$ cat src/rtl/dma_blk_pkg.sv
package dma_blk_pkg;
    localparam int ADDR_W  = 24;
    localparam int DATA_W  = 16;
    localparam int SIZE_W  = 8;
    localparam int COUNT_W = 16;

    typedef enum logic [1:0] {
        STEP_HOLD = 2'd0,
        STEP_INC  = 2'd1,
        STEP_DEC  = 2'd2,
        STEP_RSVD = 2'd3
    } step_mode_e;

    typedef enum logic [1:0] {
        ST_IDLE  = 2'd0,
        ST_READ  = 2'd1,
        ST_WRITE = 2'd2
    } seq_state_e;

    typedef struct packed {
        step_mode_e src_mode;
        step_mode_e dst_mode;
        logic       area_dst;
        logic       word;
    } chan_cfg_t;

    function automatic logic [ADDR_W-1:0] next_addr(
        input logic [ADDR_W-1:0] cur,
        input step_mode_e        mode,
        input logic              word
    );
        logic [ADDR_W-1:0] stride;
        stride = word ? ADDR_W'(2) : ADDR_W'(1);
        case (mode)
            STEP_INC: next_addr = cur + stride;
            STEP_DEC: next_addr = cur - stride;
            default:  next_addr = cur;
        endcase
    endfunction
endpackage

$ cat src/rtl/dma_addr_unit.sv
module dma_addr_unit
    import dma_blk_pkg::*;
#(
    parameter int AW = ADDR_W
) (
    input  logic          clk,
    input  logic          rst,
    input  logic          load,
    input  logic [AW-1:0] start_val,
    input  step_mode_e    mode,
    input  logic          word,
    input  logic          advance,
    input  logic          restore,
    output logic [AW-1:0] addr
);
    logic [AW-1:0] base_q;
    logic [AW-1:0] addr_q;

    always_ff @(posedge clk) begin
        if (rst) begin
            base_q <= '0;
            addr_q <= '0;
        end else if (load) begin
            base_q <= start_val;
            addr_q <= start_val;
        end else if (advance) begin
            if (restore) addr_q <= base_q;
            else         addr_q <= AW'(next_addr(ADDR_W'(addr_q), mode, word));
        end
    end

    assign addr = addr_q;


    hold_fixed_chk: assert property (@(posedge clk) disable iff (rst)
        (advance && !load && !restore && (mode == STEP_HOLD || mode == STEP_RSVD)) |=> $stable(addr));
endmodule

$ cat src/rtl/dma_blk_counters.sv
module dma_blk_counters #(
    parameter int SW = 8,
    parameter int CW = 16
) (
    input  logic          clk,
    input  logic          rst,
    input  logic          load,
    input  logic [SW-1:0] init_size,
    input  logic [CW-1:0] init_count,
    input  logic          unit_done,
    output logic          blk_end,
    output logic          xfer_end
);
    logic [SW-1:0] size_init_q;
    logic [SW-1:0] size_cnt_q;
    logic [CW-1:0] blk_cnt_q;

    assign blk_end  = unit_done && (size_cnt_q == SW'(1));
    assign xfer_end = blk_end && (blk_cnt_q == CW'(1));

    always_ff @(posedge clk) begin
        if (rst) begin
            size_init_q <= '0;
            size_cnt_q  <= '0;
            blk_cnt_q   <= '0;
        end else if (load) begin
            size_init_q <= init_size;
            size_cnt_q  <= init_size;
            blk_cnt_q   <= init_count;
        end else if (unit_done) begin
            if (blk_end) begin
                size_cnt_q <= size_init_q;
                blk_cnt_q  <= blk_cnt_q - CW'(1);
            end else begin
                size_cnt_q <= size_cnt_q - SW'(1);
            end
        end
    end


    size_reload_chk: assert property (@(posedge clk) disable iff (rst)
        (blk_end && !load) |=> (size_cnt_q == size_init_q));

    blk_cnt_steady_chk: assert property (@(posedge clk) disable iff (rst)
        (!blk_end && !load) |=> $stable(blk_cnt_q));
endmodule

$ cat src/rtl/dma_blk_seq.sv
module dma_blk_seq
    import dma_blk_pkg::*;
#(
    parameter int AW = ADDR_W,
    parameter int DW = DATA_W,
    parameter int SW = SIZE_W,
    parameter int CW = COUNT_W
) (
    input  logic          clk,
    input  logic          rst,
    input  logic          start,
    input  logic [AW-1:0] cfg_src_addr,
    input  logic [AW-1:0] cfg_dst_addr,
    input  logic [1:0]    cfg_src_mode,
    input  logic [1:0]    cfg_dst_mode,
    input  logic          cfg_area_dst,
    input  logic          cfg_word,
    input  logic [SW-1:0] cfg_blk_size,
    input  logic [CW-1:0] cfg_blk_count,
    input  logic          done_clr,
    input  logic          dreq,
    output logic          mem_req,
    output logic          mem_we,
    output logic          mem_word,
    output logic [AW-1:0] mem_addr,
    output logic [DW-1:0] mem_wdata,
    input  logic [DW-1:0] mem_rdata,
    input  logic          mem_ack,
    output logic          busy,
    output logic          done_irq
);
    localparam int NSIDE = 2;
    localparam int SRC   = 0;
    localparam int DST   = 1;

    seq_state_e    state_q;
    chan_cfg_t     cfg_q;
    logic          busy_q, done_q, pend_q;
    logic [DW-1:0] data_q;
    logic          unit_done, blk_end, xfer_end;

    logic [AW-1:0] side_start [NSIDE];
    step_mode_e    side_mode  [NSIDE];
    logic          side_area  [NSIDE];
    logic [AW-1:0] side_addr  [NSIDE];

    assign side_start[SRC] = cfg_src_addr;
    assign side_start[DST] = cfg_dst_addr;
    assign side_mode[SRC]  = cfg_q.src_mode;
    assign side_mode[DST]  = cfg_q.dst_mode;
    assign side_area[SRC]  = !cfg_q.area_dst;
    assign side_area[DST]  = cfg_q.area_dst;

    assign unit_done = (state_q == ST_WRITE) && mem_ack;

    for (genvar g = 0; g < NSIDE; g++) begin : g_side
        dma_addr_unit #(.AW(AW)) u_addr (
            .clk      (clk),
            .rst      (rst),
            .load     (start),
            .start_val(side_start[g]),
            .mode     (side_mode[g]),
            .word     (cfg_q.word),
            .advance  (unit_done),
            .restore  (blk_end && side_area[g]),
            .addr     (side_addr[g])
        );
    end

    dma_blk_counters #(.SW(SW), .CW(CW)) u_cnt (
        .clk       (clk),
        .rst       (rst),
        .load      (start),
        .init_size (cfg_blk_size),
        .init_count(cfg_blk_count),
        .unit_done (unit_done),
        .blk_end   (blk_end),
        .xfer_end  (xfer_end)
    );

    always_ff @(posedge clk) begin
        if (rst) begin
            state_q <= ST_IDLE;
            cfg_q   <= '0;
            busy_q  <= 1'b0;
            done_q  <= 1'b0;
            pend_q  <= 1'b0;
            data_q  <= '0;
        end else begin
            if (done_clr) done_q <= 1'b0;
            if (start) begin
                cfg_q.src_mode <= step_mode_e'(cfg_src_mode);
                cfg_q.dst_mode <= step_mode_e'(cfg_dst_mode);
                cfg_q.area_dst <= cfg_area_dst;
                cfg_q.word     <= cfg_word;
                busy_q         <= 1'b1;
                pend_q         <= 1'b0;
                state_q        <= ST_IDLE;
            end else begin
                case (state_q)
                    ST_IDLE: begin
                        if (busy_q && pend_q) begin
                            state_q <= ST_READ;
                            pend_q  <= dreq;
                        end else if (busy_q && dreq) begin
                            pend_q <= 1'b1;
                        end
                    end
                    ST_READ: begin
                        if (dreq) pend_q <= 1'b1;
                        if (mem_ack) begin
                            data_q  <= mem_rdata;
                            state_q <= ST_WRITE;
                        end
                    end
                    ST_WRITE: begin
                        if (dreq) pend_q <= 1'b1;
                        if (mem_ack) begin
                            if (xfer_end) begin
                                busy_q  <= 1'b0;
                                done_q  <= 1'b1;
                                pend_q  <= 1'b0;
                                state_q <= ST_IDLE;
                            end else if (blk_end) begin
                                state_q <= ST_IDLE;
                            end else begin
                                state_q <= ST_READ;
                            end
                        end
                    end
                    default: state_q <= ST_IDLE;
                endcase
            end
        end
    end

    assign mem_req   = (state_q != ST_IDLE);
    assign mem_we    = (state_q == ST_WRITE);
    assign mem_word  = cfg_q.word;
    assign mem_addr  = (state_q == ST_WRITE) ? side_addr[DST] : side_addr[SRC];
    assign mem_wdata = data_q;
    assign busy      = busy_q;
    assign done_irq  = done_q;


    req_hold_chk: assert property (@(posedge clk) disable iff (rst)
        (mem_req && !mem_ack && !start) |=> (mem_req && $stable(mem_addr) && $stable(mem_we)));

    done_disarm_chk: assert property (@(posedge clk) disable iff (rst)
        $rose(done_irq) |-> !busy);

    no_spurious_block_chk: assert property (@(posedge clk) disable iff (rst)
        (state_q == ST_IDLE && !pend_q) |=> (state_q == ST_IDLE));

    done_sticky_chk: assert property (@(posedge clk) disable iff (rst)
        (done_irq && !done_clr) |=> done_irq);
endmodule

$ cat config.mk
export PLATFORM = sky130hd
export DESIGN_NAME = dma_blk_seq
export DESIGN_NICKNAME = d
export VERILOG_FILES = /design/src/rtl/dma_blk_pkg.sv /design/src/rtl/dma_addr_unit.sv /design/src/rtl/dma_blk_counters.sv /design/src/rtl/dma_blk_seq.sv
export SDC_FILE = /design/constraint.sdc
export NUM_CORES = 1
export LEC_CHECK = 0
export CORE_MARGIN = 8
export CORE_UTILIZATION = 45
export DETAILED_ROUTE_END_ITERATION = 6
export PLACE_DENSITY = 0.68
export SLEW_MARGIN = 20
export SYNTH_ARGS = -nofsm -noshare
export SYNTH_HDL_FRONTEND = slang
export SYNTH_SLANG_ARGS = --single-unit
$ cat constraint.sdc
create_clock -name clk -period 3.77 [get_ports clk]
set_input_delay 0.5655 -clock clk [delete_from_list [all_inputs] [get_ports clk]]
set_output_delay 0.5655 -clock clk [all_outputs]
set_load 0.1 [all_outputs]
# Word level (Yosys, flattened, before mapping)

Cells that the tools add are included.

Div/mod/pow operators: 0
Add/sub/neg operators: 6
Shift operators: 0
$lt $le $gt $ge: 0
Bitwise gates (word level): 1
Equal/unequal tests: 12
Multipliers: 0
Reductions and logical operators: 26
Multiplexer cells: 37

Operator list:

| cell                  | number |
|---|---|
| $mux 24               | 7 |
| $pmux 24 s2           | 2 |
| $add 24x24->24        | 2 |
| $mux 16               | 3 |
| $sub 24x24->24        | 2 |
| $mux 8                | 3 |
| $eq 16x1->1 const B   | 1 |
| $mux 1                | 16 |
| $sub 16x1->16 const B | 1 |
| $reduce_bool 2->1     | 6 |
| $reduce_and 3->1      | 3 |
| $eq 8x1->1 const B    | 1 |
| $mux 2                | 4 |
| $reduce_and 2->1      | 4 |
| $reduce_bool 4->1     | 2 |
| $sub 8x1->8 const B   | 1 |
| $logic_and 1x1->1     | 7 |
| $eq 2x1->1 const B    | 3 |
| $eq 2x2->1 const B    | 3 |
| $pmux 2 s3            | 1 |
| $ne 2x2->1 const B    | 2 |
| $ne 3x3->1 const B    | 1 |
| $pmux 1 s3            | 1 |
| $reduce_bool 3->1     | 1 |
| other kinds (5)       | 5 |

Bits in latches: 0
Bits of input ports: 100
Memories: 0
ROM bits: 0
Bits in writable memories: 0
Word-level logic and storage cells: 98
Bits in registers: 155
Output and inout port bits: 45

# Depth between registers and ports, before layout

Depth after elaboration: 8
Depth in mapped cells: 13
Mapped depth without buffers: 11

# By module

Synthesis repeated with hierarchy kept, for this count alone.

Cell total of the unflattened synthesis: 1431
Area total of the unflattened synthesis: 10896.7 um^2

Modules (own cells, without submodules):

| module           | seq. area each (um^2) | area an instance (um^2) | cells an instance | instances |
|---|---|---|---|---|
| dma_addr_unit    | 960.9                 | 3857.4                  | 529               | 2 |
| dma_blk_counters | 640.6                 | 1754.2                  | 213               | 1 |
| dma_blk_seq      | 540.5                 | 1427.6                  | 160               | 1 |

# Least setup slack after synthesis

No wires, ideal clock.

Path type: register -> output
From: reg state_q[0]
To: out mem_addr[0]
Arrival time: 3850 ps
Buffers on the path: 3
Cell stages (with the launch flop): 7
Setup slack: -645 ps
Cells stage by stage: dfxtp_1 inv_1 ha_1 clkbuf_1 clkbuf_1 clkbuf_1 o21ai_0

Cells in the longest elaborated chain, start to end: 2

Ends and longest elaborated chain:

| what                     | RTL line           | text |
|---|---|---|
| start: declaration       | dma_blk_seq.sv:36  | `seq_state_e state_q;` |
| start signal: assignment | dma_blk_seq.sv:83  | `state_q <= ST_IDLE;` |
| start signal: assignment | dma_blk_seq.sv:98  | `state_q <= ST_IDLE;` |
| start signal: assignment | dma_blk_seq.sv:103 | `state_q <= ST_READ;` |
| $eq 2x2->1               | n/a                |  |
| net mem_we               | dma_blk_seq.sv:23  | `output logic mem_we,` |
| $mux 24                  | dma_blk_seq.sv:140 | `assign mem_addr = (state_q == ST_WRITE) ? side_addr[DST] : side_addr[SRC];` |
| end: declaration         | dma_blk_seq.sv:25  | `output logic [AW-1:0] mem_addr,` |

The timed path passes the listed nets, and every way through them passes these cells.

# Worst setup path after layout

From: reg cfg_q[3] in the netlist's numbering
To: reg g_side[1].u_addr.addr_q[7]

Cells in the longest elaborated chain, start to end: 5
Elaborated cells on any way between the ends: 8
Those cells by class: 2 x eq/ne; 4 x mux; 2 x reduce/logical

Ends and longest elaborated chain:

| what                                     | RTL line            | text |
|---|---|---|
| start: declaration                       | dma_blk_seq.sv:37   | `chan_cfg_t cfg_q;` |
| $eq 2x2->1 or $eq 2x1->1 (tied branches) | dma_blk_pkg.sv:34   | `case (mode)` |
| $pmux 24 s2                              | dma_blk_pkg.sv:34   |  |
| $mux 24                                  | dma_addr_unit.sv:27 | `if (restore) addr_q <= base_q;` |
| $mux 24                                  | dma_addr_unit.sv:26 | `end else if (advance) begin` |
| $mux 24                                  | dma_addr_unit.sv:23 | `end else if (load) begin` |
| end signal: assignment                   | dma_addr_unit.sv:25 | `addr_q <= start_val;` |
| end signal: assignment                   | dma_addr_unit.sv:27 |  |
| end signal: assignment                   | dma_addr_unit.sv:28 | `else addr_q <= AW'(next_addr(ADDR_W'(addr_q), mode, word));` |
| end: declaration                         | dma_addr_unit.sv:17 | `logic [AW-1:0] addr_q;` |

Several ways; a longest one is shown, not always the timed one. The select of a mux whose other input is x is not followed.
A chain may end at the register's enable or synchronous reset.

==> key figures <==
Critical path
  • Worst path arrival time: 3.32 ns
  • CP required: around 4 ns
  • CP peak stage delay: 0.52 ns
  • CP Max Fanout: 6
  • Critical path class: flip-flop to flip-flop
  • Slowest cell on crit path: o21ai_0
  • CP most frequent cell: nor2_1
  • Top delay family on crit path: simple AND/OR/NAND/NOR gates
  • Worst setup EP type: flip-flop
  • Critical Path Start Type: flip-flop
  • CP cell instances: nand2b_1 -> nor2_1 -> ha_1 -> nor2b_1 -> nor3_1 -> nor2_1 -> o21ai_0 -> xnor2_1 -> or3_1 -> a41oi_2
  • CP bufs+invs: 0

CTS
  • Total CTS buffers: 17
  • H-tree levels: 4
  • CTS Buffer Depth: 2
  • Worst skew pair latency: roughly 0.43 ns
  • Clock root cell: clkbuf_16
  • # hold bufs at CTS: 0
  • Post-CTS Setup Bufs: 0
  • Clock slew at reported path FFs: approximately 0.070 ns
  • CTS Sinks: 155
  • CTS tree: built
  • Post-CTS Resized: 0

Route
  • Drt pass-1 iters: 7
  • DRT Wirelength: ~32000 um
  • Initial DRC Count: 872
  • Detailed-route wire length per cell: 19.1 um
  • Routed vias/inst: 5.94
  • DRC violations left: 0
  • DRT antenna net count: 0
  • Routed via count: 10.0k

Power and ir drop
  • Pwr/cell area: ~390 nW/um^2
  • Design Power: 4.63 mW
  • Max VDD drop: approximately 0.27 mV
  • Static Leak: 4.47 nW

Finish
  • Synthesis-to-layout area growth: 21.0%
  • Final Util: 54.9%
  • Layout cells sized above 1: 9.10%
  • Fill count: 2092
  • Nets: 1508
  • Ant diodes: 0

STA
  • Post-route minimum period: 2.96 ns
  • RSZ-0062 raised after global routing: no
  • Final number of setup-violating endpoints: 0
  • Worst hold slack: 0.453 ns
  • Final period utilization: 78.6%
  • Hold Vio Cnt, Final: 0
  • Fmax: 0.338 GHz
  • Max-slew violations: 0
  • Slew headroom: 29.2%
  • Worst-Margin Slew: 1.06 ns
  • Final setup margin: 0.807 ns
  • Clock Skews: 0.00984 ns

Synth
  • Distinct cells, synth: 78
  • Syn Nets: 1433
  • Dominant cell type by area after synthesis: dfxtp_1
  • Synth Instances: about 1.3k
  • Mapped Area: roughly 9800 sq um
  • Main flop type after synthesis: dfxtp_1
  • Yosys Warn Count: 0
  • Average cell area after synthesis: 7.43 sq um
  • Asr flop ratio synth: 0%
  • Synth top area cells: dfxtp_1, nand2_1, nor2_1
  • Yosys reg bits: approximately 160
  • Post-synth EDFFs: 0
  • Top-area cell type share of the netlist area: 31.6%
  • Seq/Total Area, Yosys: about a third

Floorplan
  • Placeable Area: 21600 sq um
  • Cell Rows: 54
  • Die H: 164 um
  • IO Count: 145
  • Initial Util: between 40% and 50%
  • Area of the die: between 20000 and 30000 sq um
  • Chip width: 164 um

Place
  • Pre-CTS setup slack: 0.568 ns
  • Gp weighted congestion: approximately 0.92
  • Detailed Place HPWL: 23000 um
  • IO Port Bufs: roughly 140

Global routing
  • Vias in the first global route: around 9.7k
  • Initial antenna violation count: 1
  • Busiest layer in global routing: met2
  • Total track usage: 24.1%
  • Global route overflow: 0
  • First-pass GRT wire length: roughly 52000 um
  • Met2 Use GR: 36.2%
  • Largest net degree at the start of global routing: 79
  • Met3 usage: under 10%
  • GR Util met1: 31.9%

Job
  • Max-Cap Viols: 0

Outcome
  • Status: complete, no violations

Min path
  • Min-Delay Path Class: flip-flop to flip-flop
[state kept, by name (all words and copies together) (netlist names)]
name / cells
mem_word: 1
mem_wdata: 16
g_side.u_addr.addr: 48
u_cnt.blk_cnt_q: 16
pend_q: 1
g_side.u_addr.base_q: 48
state_q: 2
cfg_q: 5
done_irq: 1
busy: 1
u_cnt.size_cnt_q: 8
u_cnt.size_init_q: 8
[layout make-up]
| cell class | instances | area [sq um] | share of cell area [%] |
|---|---|---|---|
| well taps | 280 | 350 | 2.95 |
| clock buffers | 18 | 429 | 3.62 |
| multi-input cells | 1028 | 6160 | 51.9 |
| clock inverters | 14 | 185 | 1.56 |
| inverters | 25 | 93.8 | 0.791 |
| flip-flops and latches | 155 | 3100 | 26.2 |
| repair buffers | 167 | 1540 | 13.0 |
[cells by family after synthesis]
kind of cell	share of synthesized area, %
fa+ha+maj	1.94
mux	9.00
flops	31.6
compound gates	20.8
buf+inv	5.60
simple gates	26.7
xor+xnor	4.29
[metrics by stage]
| step | std cells | setup TNS [ns] | area [sq um] |
|---|---|---|---|
| finish | 1687 | 0 | 11900 |
| global route | 1687 | 0 | 11900 |
| CTS | 1687 | 0 | 11900 |
| detailed placement | 1655 | 0 | 11200 |
| global placement | 1655 | 0 | 11200 |
| floorplan | 1319 | -1.94 | 9800 |
[metal layers]
| metal | part of all wire [%] | up-vias |
|---|---|---|
| li1 | - | 4854 |
| met1 | 44 | 4665 |
| met2 | 43 | 443 |
| met3 | 10 | 63 |
| met4 | 2.9 | 2 |
| met5 | 0.025 | - |
[report_power, final]
part / switching [mW] / total, mW / internal [mW]
clock network: 0.766 / 1.83 / 1.06
registers: 0.153 / 1.88 / 1.73
logic: 0.552 / 0.918 / 0.366
[tightest hold or removal path: stages (launching register included)]
cell     delay [ns]
dfxtp_1        0.31
nand2_1        0.05
a21oi_1        0.05
[cell usage in the layout, fill, tap and decap left out, types with 6 or more instances in the layout]
cell / count
a211oi_1: 17
a21oi_1: 126
a22oi_1: 9
a31oi_1: 17
and2_1: 10
and3_1: 11
buf_4: 51
clkbuf_16: 17
clkdlybuf4s50_1: 116
dfxtp_1: 155
ha_1: 12
inv_1: 23
mux2_2: 25
mux2i_1: 60
nand2_1: 175
nand2b_1: 9
nand3_1: 42
nand3b_1: 6
nand4_1: 12
nor2_1: 175
nor3_1: 38
nor4_1: 18
o211ai_1: 22
o21a_1: 17
o21ai_0: 53
o221ai_1: 11
o31ai_1: 7
or2_2: 6
or3_1: 11
or4_1: 13
xnor2_1: 27
xor2_1: 21
[synth_stat cells, drive strengths merged, types with 4 or more instances]
cell    instances
a211oi         18
a21oi         126
a221oi          5
a22oi           9
a311oi          4
a31oi          17
and2           10
and3           11
buf            28
clkbuf         83
dfxtp         155
ha             12
inv            23
mux2           25
mux2i          60
nand2         177
nand2b          9
nand3          42
nand3b          6
nand4          12
nor2          175
nor2b           5
nor3           39
nor3b           5
nor4           21
o211ai         23
o21a           17
o21ai          54
o221ai         11
o22ai           5
o31ai           7
or2             7
or3            11
or4            14
xnor2          27
xor2           21
[worst paths after layout]
kind,start,endpoint,slack (ns),depth (start not counted)
setup / recovery,cfg_q[3]$_SDFFE_PP0P_,g_side[1].u_addr.addr[7]$_SDFFE_PP0P_,0.81,10
hold / removal,mem_wdata[8]$_SDFFE_PP0P_,mem_wdata[8]$_SDFFE_PP0P_,0.45,2
setup reg to reg,cfg_q[3]$_SDFFE_PP0P_,g_side[1].u_addr.addr[7]$_SDFFE_PP0P_,0.81,10
hold reg to reg,mem_wdata[8]$_SDFFE_PP0P_,mem_wdata[8]$_SDFFE_PP0P_,0.45,2
(Power assumes the default switching activity.)
